[config.mk]
export PLATFORM = sky130hd
export DESIGN_NAME = uart_irq_status
export DESIGN_NICKNAME = d
export VERILOG_FILES = /design/src/rtl/uart_irq_pkg.sv /design/src/rtl/irq_cause_bit.sv /design/src/rtl/irq_modem_track.sv /design/src/rtl/irq_status_pack.sv /design/src/rtl/uart_irq_status.sv
export SDC_FILE = /design/constraint.sdc
export NUM_CORES = 1
export LEC_CHECK = 0
export ABC_CLOCK_PERIOD_IN_PS = 1200
export BUFFER_PORTS_ARGS = -buffer_cell sky130_fd_sc_hd__clkbuf_2
export CAP_MARGIN = 20
export CORE_MARGIN = 2
export CORE_UTILIZATION = 34
export CTS_CLUSTER_DIAMETER = 40
export DETAILED_ROUTE_END_ITERATION = 7
export GPL_TIMING_DRIVEN = 1
export PLACE_DENSITY = 0.78
export SYNTH_ARGS = -nofsm -noshare
export SYNTH_HDL_FRONTEND = slang
export SYNTH_SLANG_ARGS = --single-unit
[constraint.sdc]
create_clock -name clk_i -period 1.2 [get_ports clk_i]
set_input_delay 0 -clock clk_i [delete_from_list [all_inputs] [get_ports clk_i]]
set_output_delay 0 -clock clk_i [all_outputs]
set_load 0.005 [all_outputs]
[src/rtl/uart_irq_pkg.sv]
package uart_irq_pkg;
  localparam int CAUSE_N    = 5;
  localparam int FILL_W     = 10;
  localparam int FILL_LO_W  = 8;
  localparam int FILL_HI_W  = FILL_W - FILL_LO_W;
  localparam int CLR_W      = 8;
  localparam int EN_W       = 4;

  localparam int CI_LINE    = 0;
  localparam int CI_RXDATA  = 1;
  localparam int CI_RXTMO   = 2;
  localparam int CI_TXSPACE = 3;
  localparam int CI_MODEM   = 4;

  localparam int EI_RX      = 0;
  localparam int EI_TX      = 1;
  localparam int EI_LINE    = 2;
  localparam int EI_MODEM   = 3;
endpackage

[src/rtl/irq_cause_bit.sv]
module irq_cause_bit (
  input  logic clk_i,
  input  logic rst_ni,
  input  logic set_i,
  input  logic clr_i,
  output logic q_o
);
  logic q_q;

  always_ff @(posedge clk_i or negedge rst_ni) begin
    if (!rst_ni) q_q <= 1'b0;
    else if (set_i) q_q <= 1'b1;
    else if (clr_i) q_q <= 1'b0;
  end

  assign q_o = q_q;

  // a gated event always leaves the bit set
  a_r2_set_latches: assert property (@(posedge clk_i) disable iff (!rst_ni)
    set_i |=> q_o);
  // a clear with no event drops the bit
  a_r5_clear_drops: assert property (@(posedge clk_i) disable iff (!rst_ni)
    (clr_i && !set_i) |=> !q_o);
  // without a clear the bit is sticky
  a_r11_sticky: assert property (@(posedge clk_i) disable iff (!rst_ni)
    (q_o && !clr_i) |=> q_o);
endmodule

[src/rtl/irq_modem_track.sv]
module irq_modem_track #(
  parameter int LINES = 4
) (
  input  logic             clk_i,
  input  logic             rst_ni,
  input  logic [LINES-1:0] lines_i,
  input  logic             clr_i,
  output logic [LINES-1:0] level_o,
  output logic [LINES-1:0] delta_o,
  output logic             change_o
);
  logic             primed_q;
  logic [LINES-1:0] level_q;
  logic [LINES-1:0] delta_q;
  logic [LINES-1:0] edge_w;

  assign edge_w = primed_q ? (lines_i ^ level_q) : '0;

  always_ff @(posedge clk_i or negedge rst_ni) begin
    if (!rst_ni) begin
      primed_q <= 1'b0;
      level_q  <= '0;
      delta_q  <= '0;
    end else begin
      primed_q <= 1'b1;
      level_q  <= lines_i;
      delta_q  <= (clr_i ? '0 : delta_q) | edge_w;
    end
  end

  assign level_o  = level_q;
  assign delta_o  = delta_q;
  assign change_o = |edge_w;

  // any edge after priming raises the matching change flag
  a_r8_edge_flags: assert property (@(posedge clk_i) disable iff (!rst_ni)
    (primed_q && (lines_i != level_q)) |=>
      ((delta_o & $past(lines_i ^ level_q)) == $past(lines_i ^ level_q)));
  // a modem clear with quiet lines empties all flags
  a_r9_flags_clear: assert property (@(posedge clk_i) disable iff (!rst_ni)
    (clr_i && (lines_i == level_q)) |=> (delta_o == '0));
  // no flag appears on the priming sample
  a_r8_prime_quiet: assert property (@(posedge clk_i) disable iff (!rst_ni)
    (!primed_q) |=> (delta_o == '0));
endmodule

[src/rtl/irq_status_pack.sv]
module irq_status_pack
  import uart_irq_pkg::*;
#(
  parameter int MODEM_N = 4,
  parameter int LSTAT_W = 8,
  localparam int DLT_LSB = CLR_W,
  localparam int LVL_LSB = DLT_LSB + MODEM_N,
  localparam int LS_LSB  = LVL_LSB + MODEM_N,
  localparam int FLO_LSB = LS_LSB + LSTAT_W,
  localparam int WORD_W  = FLO_LSB + FILL_LO_W
) (
  input  logic [CAUSE_N-1:0] cause_i,
  input  logic [FILL_W-1:0]  fill_i,
  input  logic [MODEM_N-1:0] delta_i,
  input  logic [MODEM_N-1:0] level_i,
  input  logic [LSTAT_W-1:0] lstat_i,
  output logic [WORD_W-1:0]  word_o
);
  localparam int FHI_LSB = CLR_W - FILL_HI_W;
  localparam int GAP_W   = FHI_LSB - CAUSE_N;

  always_comb begin
    word_o = '0;
    word_o[CAUSE_N-1:0]                 = cause_i;
    word_o[FHI_LSB +: FILL_HI_W]        = fill_i[FILL_W-1:FILL_LO_W];
    word_o[DLT_LSB +: MODEM_N]          = delta_i;
    word_o[LVL_LSB +: MODEM_N]          = level_i;
    word_o[LS_LSB  +: LSTAT_W]          = lstat_i;
    word_o[FLO_LSB +: FILL_LO_W]        = fill_i[FILL_LO_W-1:0];
    if (GAP_W > 0) word_o[CAUSE_N]      = 1'b0;
  end
endmodule

[src/rtl/uart_irq_status.sv]
module uart_irq_status
  import uart_irq_pkg::*;
#(
  parameter int MODEM_N = 4,
  parameter int LSTAT_W = 8,
  localparam int WORD_W = CLR_W + 2 * MODEM_N + LSTAT_W + FILL_LO_W
) (
  input  logic               clk_i,
  input  logic               rst_ni,
  input  logic [EN_W-1:0]    en_i,
  input  logic               line_evt_i,
  input  logic               rx_data_evt_i,
  input  logic               rx_tmo_evt_i,
  input  logic               tx_space_evt_i,
  input  logic [MODEM_N-1:0] modem_lines_i,
  input  logic [LSTAT_W-1:0] line_stat_i,
  input  logic [FILL_W-1:0]  rx_fill_i,
  input  logic               clr_we_i,
  input  logic [CLR_W-1:0]   clr_data_i,
  output logic [WORD_W-1:0]  status_o,
  output logic               irq_o
);
  logic [CAUSE_N-1:0] set_vec;
  logic [CAUSE_N-1:0] clr_vec;
  logic [CAUSE_N-1:0] cause_q;
  logic [MODEM_N-1:0] mdm_level;
  logic [MODEM_N-1:0] mdm_delta;
  logic               mdm_change;

  irq_modem_track #(.LINES(MODEM_N)) u_modem (
    .clk_i    (clk_i),
    .rst_ni   (rst_ni),
    .lines_i  (modem_lines_i),
    .clr_i    (clr_vec[CI_MODEM]),
    .level_o  (mdm_level),
    .delta_o  (mdm_delta),
    .change_o (mdm_change)
  );

  always_comb begin
    set_vec             = '0;
    set_vec[CI_LINE]    = line_evt_i     & en_i[EI_LINE];
    set_vec[CI_RXDATA]  = rx_data_evt_i  & en_i[EI_RX];
    set_vec[CI_RXTMO]   = rx_tmo_evt_i   & en_i[EI_RX];
    set_vec[CI_TXSPACE] = tx_space_evt_i & en_i[EI_TX];
    set_vec[CI_MODEM]   = mdm_change     & en_i[EI_MODEM];
  end

  assign clr_vec = clr_we_i ? clr_data_i[CAUSE_N-1:0] : '0;

  for (genvar g = 0; g < CAUSE_N; g++) begin : g_cause
    irq_cause_bit u_bit (
      .clk_i  (clk_i),
      .rst_ni (rst_ni),
      .set_i  (set_vec[g]),
      .clr_i  (clr_vec[g]),
      .q_o    (cause_q[g])
    );
  end

  irq_status_pack #(.MODEM_N(MODEM_N), .LSTAT_W(LSTAT_W)) u_pack (
    .cause_i (cause_q),
    .fill_i  (rx_fill_i),
    .delta_i (mdm_delta),
    .level_i (mdm_level),
    .lstat_i (line_stat_i),
    .word_o  (status_o)
  );

  assign irq_o = |cause_q;

  // with receive disabled, a clear receive-data cause stays clear
  a_r3_rx_gated: assert property (@(posedge clk_i) disable iff (!rst_ni)
    (!en_i[EI_RX] && !cause_q[CI_RXDATA]) |=> !status_o[CI_RXDATA]);
  // upper clear bits alone change no cause
  a_r5_upper_inert: assert property (@(posedge clk_i) disable iff (!rst_ni)
    (clr_we_i && (clr_data_i[CLR_W-1:CAUSE_N] != '0) &&
     (clr_data_i[CAUSE_N-1:0] == '0) && (set_vec == '0))
      |=> (status_o[CAUSE_N-1:0] == $past(cause_q)));
  // interrupt falls once all causes were cleared with no new event
  a_r7_irq_drops: assert property (@(posedge clk_i) disable iff (!rst_ni)
    (clr_we_i && ((cause_q & ~clr_data_i[CAUSE_N-1:0]) == '0) && (set_vec == '0))
      |=> !irq_o);
endmodule

Yosys cells after proc, flatten, opt, wreduce, memory -nomap -nowiden
Index checks and enable logic that the tools add are counted.
{"block": "word_totals", "wordCells": 35, "ff_bits": 14, "out_inout_bits": 33, "input_bits": 41}
{"block": "op_classes", "n_mux": 13, "bitwise": 7, "n_reduce_logical": 7}
{"cell": "1-bit 2-to-1 mux", "n": 10}
{"cell": "2-bit nonzero test", "n": 5}
{"cell": "4-bit 2-to-1 mux", "n": 2}
{"cell": "1-bit bitwise AND", "n": 5}
{"cell": "5-bit 2-to-1 mux", "n": 1}
{"cell": "5-bit OR reduction", "n": 1}
{"cell": "4-bit bitwise OR", "n": 1}
{"cell": "4-bit OR reduction", "n": 1}
{"cell": "4-bit bitwise XOR", "n": 1}

Longest topological paths before layout
Gate-level depths: netlist (run 1).
{"block": "depth", "ltp_word": 5, "mapped_depth": 3, "depth_no_buf": 3}

Cells and area by module
From an unflattened synthesis (run 1), not the netlist that was laid out.
{"block": "hier_totals", "hier_cells": 81, "area_unflattened_um2": 815.8}
{"module": "irq_modem_track", "seq_area_each_um2": 225.2, "n_inst": 1, "cells_per_inst": 20, "area_per_inst_um2": 315.3}
{"module": "irq_status_pack", "seq_area_each_um2": 0.0, "n_inst": 1, "cells_per_inst": 33, "area_per_inst_um2": 244.0}
{"module": "irq_cause_bit", "seq_area_each_um2": 25.0, "n_inst": 5, "cells_per_inst": 3, "area_per_inst_um2": 36.3}
{"module": "uart_irq_status", "seq_area_each_um2": 0.0, "n_inst": 1, "cells_per_inst": 13, "area_per_inst_um2": 75.1}

Least setup slack after synthesis (run 1)
OpenSTA, ideal clock, no wires.
{"block": "synth_path", "path_kind": "register to register", "startpoint": "register u_modem.level_q[0] (netlist: u_modem.level_o[0])", "endpoint": "register g_cause[4].u_bit.q_q", "required_time_ps": 1077, "n_path_buf": 0, "path_stages_with_launch": 4, "t_arrival_ps": 883, "setup_slack_ps": 194, "period_less_slack_ps": 1006, "setup_ps": 123, "path_cell_list": "dfrtp_1 xor2_1 nor4b_2 o21ai_1"}
{"block": "synth_between", "elab_chain_len": 5, "word_cells_on_any_way": 6, "cone_classes": "mux (2); bitwise (2); reduce/logical (2)"}
{"element": "start, declared", "line_no": "irq_modem_track.sv:13", "text": "logic [LINES-1:0] level_q;"}
{"element": "start signal, assigned", "line_no": "irq_modem_track.sv:26", "text": "level_q <= lines_i;"}
{"element": "4-bit bitwise XOR *", "line_no": "irq_modem_track.sv:17", "text": "assign edge_w = primed_q ? (lines_i ^ level_q) : '0;"}
{"element": "4-bit 2-to-1 mux *", "line_no": "irq_modem_track.sv:17"}
{"element": "4-bit OR reduction *", "line_no": "irq_modem_track.sv:33", "text": "assign change_o = |edge_w;"}
{"element": "1-bit bitwise AND *", "line_no": "uart_irq_status.sv:46", "text": "set_vec[CI_MODEM] = mdm_change & en_i[EI_MODEM];"}
{"element": "1-bit 2-to-1 mux or 2-bit nonzero test (tied branches)"}
{"element": "end signal, assigned", "line_no": "irq_cause_bit.sv:11", "text": "if (!rst_ni) q_q <= 1'b0;"}
{"element": "end signal, assigned", "line_no": "irq_cause_bit.sv:12", "text": "else if (set_i) q_q <= 1'b1;"}
{"element": "end signal, assigned", "line_no": "irq_cause_bit.sv:13", "text": "else if (clr_i) q_q <= 1'b0;"}
{"element": "end, declared", "line_no": "irq_cause_bit.sv:8", "text": "logic q_q;"}
Every way passes the cells marked *; elsewhere a longest branch is shown, timed or not.
A chain may end at the register's enable or synchronous reset.

Worst setup path in the final report (run 1)
Same ends and word-level chain as after synthesis.

==> qor.yml, run 1 <==
pwr:
  power.clock.fraction_pct: 25.2
  p_per_area_mw_per_mm2: 1120
  vdd_ir_drop_max_mv: 0.427
  swShare_pct: 25.2
  p_comb_share_pct: 20.4
  power.switching_mw: 0.257
  power.total_mw: 1.02
  leakagePower_nw: 0.462
  p_int_mw: 0.762
  p_seq_share_pct: 54.3
critical_path:
  arrival_ps: 1210
  cp.buffers_inverters: 0
  end_kind: "flip-flop"
  cp_slowest_stage_delay_ps: 390
  required_ps: 1360
  reg2reg_slack_ps: 150
  slowest_stage: "dfrtp_1"
  worstPathMaxFanout: 2
  rr_endpoint: "g_cause[4].u_bit.q_o"
  path_delay_family: "flip-flops"
  r2r-start: "u_modem.level_o[0]"
  setup.worst_path.start_class: "flip-flop"
  reg2regPathDepth: 3
  path_cells: "xor2_1 -> nor4b_2 -> o21ai_1"
  critical_path_class: "reg -> reg"
drt:
  vias: 540
  via_per_inst: 4.46
  avgRoutedWirePerCell_um: 11.7
  postRouteAntennaNets: 0
  drc_errors: 0
  first_pass_iters: 6
  initialDrtViolationCount: 8
  wirelength_um: 1420
sta:
  layout_min_cycle_time_ps: 1050
  drv_slew: 0
  finalHoldViolCount: 0
  rsz0062_at_grt: "no"
  tns_ps: 0
  setup_slack_ps: 152
  max_clock_freq_ghz: 0.954
  setup_violations: 0
  min_period_over_period_pct: 87.4
  finClkSkew_ps: 0.466
  hold_slack_ps: 0.00198
hold_path:
  hold_depth: 0
  hold_start: "line_stat_i[7]"
  holdPathEnd: "status_o[23]"
  hold_path_class: "in -> out"
yosys:
  netlist.area_leader.share_pct: 49.6
  ys_seq_elements: 14
  synth_area_leader_cell: "dfrtp_1"
  synth.avg_cell_area_um2: 10.7
  synth_warnings: 0
  synth_area_leaders: "dfrtp_1 (50%), buf_4 (25%), a22o_1 (7.4%)"
  ys.flop_type: "dfrtp_1"
  ys_types: 14
  synth_edf_count: 0
  synthTopCellsByCount: "buf_4 (24), dfrtp_1 (14), nand2_1 (9)"
  async_flop_share_pct: 100
  synth.most_common_cell: "buf_4"
  syn_nets: 107
  syn-cell-area_um2: 707
  synth-seq-area-share_pct: 49.6
  syn_inst: 66
grt:
  grt_pass1_vias: 558
  grt-ovfl-total: 0
  grt_max_degree: 15
  antenna_found_initial: 0
  grtUsageTotal_pct: 12.8
  grt_pass1_wl_um: 2420
clock_network:
  post_cts_resized: 0
  cts.sinks: 14
  tritoncts: "done"
  cts-root-buf: "clkbuf_4"
  cts_buffers: 3
  cts_buffer_depth: 2
  clk_latency_ps: 270
  htree_levels: 1
  path_clk_slew_ps: 80
finish:
  antenna_cells: 0
  drive_gt1_share_pct: 40.4
  multi_input_area_um2: 173
  fin_cells: 121
  nNetsFinal: 137
  area_growth_pct: 28.5
  post-route-util_pct: 46.3
  register_area_um2: 350
  fillers: 202
  design_area_um2: 908
floorplanning:
  rows: 16
  initial_core_util_pct: 36.0
  ioPinCount: 74
  die_h_um: 49.6
  coreArea_mm2: 0.00196
  die_w_um: 49.6
  die_area_mm2: 0.00246
placed_design:
  preCtsSetupSlack_ps: 147
  port_buffers: 33
  placedInstanceArea_um2: 726
  gp_congestion: 0.682
  dp_hpwl_um: 1010
  dp.cells: 102
run:
  cap_violations: 0
run_status:
  status: "completed"
## cells in the final DEF (no fill, tap or decap)
cell type       n
clkbuf_4        3
nor4b_2         1
nor2_1          1
a22o_2          1
o21ai_0         1
conb_1          2
a22o_1          6
dlygate4sd3_1  16
nor3_1          1
dfrtp_1        14
xnor2_1         1
clkbuf_2       33
o21ai_1         1
nand2_1         9
inv_1           1
xor2_1          3
## metal layers
| metal | track usage, % | vias to the layer above | wire length [µm] |
|---|---|---|---|
| met1 | 13.7 | 251 | 538 |
| met3 | 4.24 | 4 | 184 |
| met2 | 21.6 | 39 | 672 |
| met4 | 8.33 | 0 | 21 |
| li1 | - | 246 | - |
| met5 | 0 | - | 0 |
## flip-flops by register name, indices dropped and copies added (netlist names)
| register | flops |
|---|---|
| u_modem.delta_o | 4 |
| g_cause.u_bit.q_o | 5 |
| u_modem.primed_q | 1 |
| u_modem.level_o | 4 |
## power by group through the flow
stage	clock (mW)	combinational (mW)	sequential (mW)
6_report	0.257	0.208	0.553
5_1_grt	0.294	0.235	0.562
4_1_cts	0.275	0.212	0.554
3_5_place_dp	0	0.169	0.564
3_3_place_gp	0	0.166	0.560
2_1_floorplan	0	0.142	0.560
## layout make-up
type | count | share of cell area (%)
Timing Repair Buffer | 49 | 35.8
Inverter | 1 | 0.413
Multi-Input combinational cell | 27 | 19.0
Sequential cell | 14 | 38.6
Tap cell | 27 | 3.72
Clock buffer | 3 | 2.48
## worst register-to-register path: cells and delay by family (launching register included)
kind            cells  cell delay (ps)
compound gates      1               90
xor+xnor            1              180
flops               1              390
simple gates        1              260
## cells by family (layout without fill, tap and decap cells)
kind of cell,Yosys count,count (layout),synth area share (%)
buf+inv,25,53,26.0
flops,14,14,49.6
simple gates,12,12,8.14
compound gates,9,9,10.3
xor+xnor,4,4,4.96
other cells,2,2,1.06
## worst max path at each step
stage / startpoint / end / slack [ps] / cells after the start
detailed placement: u_modem.level_o[0] / g_cause[4].u_bit.q_o / 150 / 3
finish: u_modem.level_o[0] / g_cause[4].u_bit.q_o / 150 / 3
floorplan: u_modem.level_o[0] / g_cause[4].u_bit.q_o / 190 / 3
global route: u_modem.level_o[0] / g_cause[4].u_bit.q_o / 50 / 3
CTS: u_modem.level_o[0] / g_cause[4].u_bit.q_o / 130 / 3
global placement: u_modem.level_o[0] / g_cause[4].u_bit.q_o / 200 / 3
## repair_timing
action	4_1_cts	5_1_grt
hold buffers	16	0
setup buffers	0	0
endpoints found under the hold margin	23	0
(Power assumes the default switching activity.)
==> run 2, diff against run 1 <==
- ABC_CLOCK_PERIOD_IN_PS: 1200 -> 1300
- CORE_MARGIN: 2 -> 10
- CORE_UTILIZATION: 34 -> 36
- PLACE_DENSITY: 0.78 -> 0.82
- clock period: 1.2 -> 1.3 ns (I/O delays scaled with it)
==> qor.yml, run 2 (same netlist as run 1, synthesis figures left out) <==
clock_network:
  cts.sinks: 14  # unchanged
  post_cts_resized: 0  # unchanged
  htree_levels: 1  # unchanged
  tritoncts: "done"
  cts_buffers: 3  # unchanged
  path_clk_slew_ps: 90  # about the same
  cts_buffer_depth: 2  # unchanged
  cts-root-buf: "clkbuf_4"
  clk_latency_ps: 290  # +20 ps
run_status:
  violations: "negative hold slack"
  status: "complete, but fails checks"
sta:
  rsz0062_at_grt: "no"
  tns_ps: 0  # unchanged
  finClkSkew_ps: 5.05  # +4.58 ps
  min_period_over_period_pct: 96.8  # +9.4 points
  setup_slack_ps: 41.5  # -110 ps
  hold_slack_ps: -23.4  # -23.4 ps
  max_clock_freq_ghz: 0.795  # -17%
  setup_violations: 0  # unchanged
  layout_min_cycle_time_ps: 1260  # +210 ps
  finalHoldViolCount: 2  # +2
  drv_slew: 0  # unchanged
critical_path:
  critical_path_class: "reg -> reg"
  end_kind: "flip-flop"
  worstPathMaxFanout: 3  # +1
  setup.worst_path.start_class: "flip-flop"
  cp_slowest_stage_delay_ps: 550  # +160 ps
  required_ps: 1480  # +120 ps
  arrival_ps: 1440  # +230 ps
  slowest_stage: "dlygate4sd3_1"
  path_cells: "a22o_1 -> dlygate4sd3_1"
grt:
  grt_pass1_wl_um: 2880  # +19%
  grt_pass1_vias: 592  # +6.1%
  grt-ovfl-total: 0  # unchanged
  grtUsageTotal_pct: 8.82  # -4.0 points
  antenna_found_initial: 0  # unchanged
  grt_max_degree: 15  # unchanged
finish:
  design_area_um2: 902  # -0.69%
  post-route-util_pct: 50.1  # +3.8 points
  drive_gt1_share_pct: 44.7  # +4.3 points
  largest_reg_flops: 5  # unchanged
  area_growth_pct: 27.6
  antenna_cells: 0  # unchanged
  final_cell_mix: "clkbuf_2 (33), dfrtp_1 (14), dlygate4sd3_1 (12), nand2_1 (9), a22o_1 (6)"
  nNetsFinal: 136  # -0.73%
  mostFrequentLayoutCell: "clkbuf_2"
  fin_cells: 119  # -1.7%
floorplanning:
  die_w_um: 64.3  # +30%
  initial_core_util_pct: 39.2  # +3.2 points
  ioPinCount: 74  # unchanged
  die_h_um: 64.3  # +30%
  die_area_mm2: 0.00414  # +68%
  coreArea_mm2: 0.00180  # -8.2%
  rows: 15  # -1
placed_design:
  preCtsSetupSlack_ps: 250  # +103 ps
  dp.cells: 100  # -2.0%
  port_buffers: 33  # unchanged
  dp_hpwl_um: 1290  # +28%
  placedInstanceArea_um2: 723  # -0.34%
  gp_congestion: 0.828  # +21%
drt:
  avgRoutedWirePerCell_um: 15.1  # +29%
  first_pass_iters: 2  # -4
  vias: 517  # -4.3%
  postRouteAntennaNets: 0  # unchanged
  via_per_inst: 4.34  # -2.7%
  wirelength_um: 1800  # +27%
  initialDrtViolationCount: 14  # +6
  drc_errors: 0  # unchanged
hold_path:
  hold_path_class: "in -> reg"
pwr:
  p_per_area_mw_per_mm2: 1160  # +3.2%
  vdd_ir_drop_max_mv: 0.507  # +19%
  power.total_mw: 1.04  # +2.5%
  leakagePower_nw: 0.466  # +0.86%
run:
  cap_violations: 0  # unchanged
-- run 2: cell count changes in the layout (fill, tap and decap cells not counted) --
| cell | before | now |
|---|---|---|
| clkbuf_8 | 0 | 1 |
| dlygate4sd3_1 | 16 | 12 |
| buf_4 | 0 | 3 |
-- run 2: worst max-delay path: cells and delay by family (launching register included) --
family                 cells  cell delay (ps)
AOI/OAI and AO/OA          1              180
buffers and inverters      1              550
DFF                        1              410
-- run 2: area by class of cell --
cell class              count  area, µm²
well taps                  25       31.3
flip-flops and latches     14        350
multi-input cells          27        173
clock buffers               4       36.3
fillers                   173        900
repair buffers             48        308
inverters                   1       3.75
-- run 2: metal layers --
layer / track usage [%] / vias up / routed length, µm
met1: 8.24 / 230 / 694
met2: 14.4 / 35 / 828
met3: 5.40 / 7 / 230
met5: 0 / - / 0
met4: 5.35 / 0 / 43
li1: - / 245 / -
-- run 2: repair_timing --
item | 4_1_cts | 5_1_grt
hold buffers | 14 | 0
hold endpoints to repair | 23 | 0
buffers inserted | 0 | 3
endpoints found under the setup margin | 0 | 2
-- run 2: worst paths after layout --
kind / startpoint / end / slack (ps) / cells past startpoint
max in group asynchronous: rst_ni / u_modem.level_o[1] / 910 / 2
setup / recovery: g_cause[2].u_bit.q_o / g_cause[2].u_bit.q_o / 40 / 2
hold reg to reg: u_modem.delta_o[2] / u_modem.delta_o[2] / 490 / 2
hold / removal: en_i[0] / g_cause[1].u_bit.q_o / -20 / 2
min in group asynchronous: rst_ni / g_cause[2].u_bit.q_o / 130 / 2
setup reg to reg: g_cause[2].u_bit.q_o / g_cause[2].u_bit.q_o / 40 / 2
-- run 2: report_power, final --
group          switching [mW]  total, mW  internal, mW
clock network           0.151      0.322         0.171
logic                  0.0843      0.209         0.125
registers              0.0328      0.513         0.480
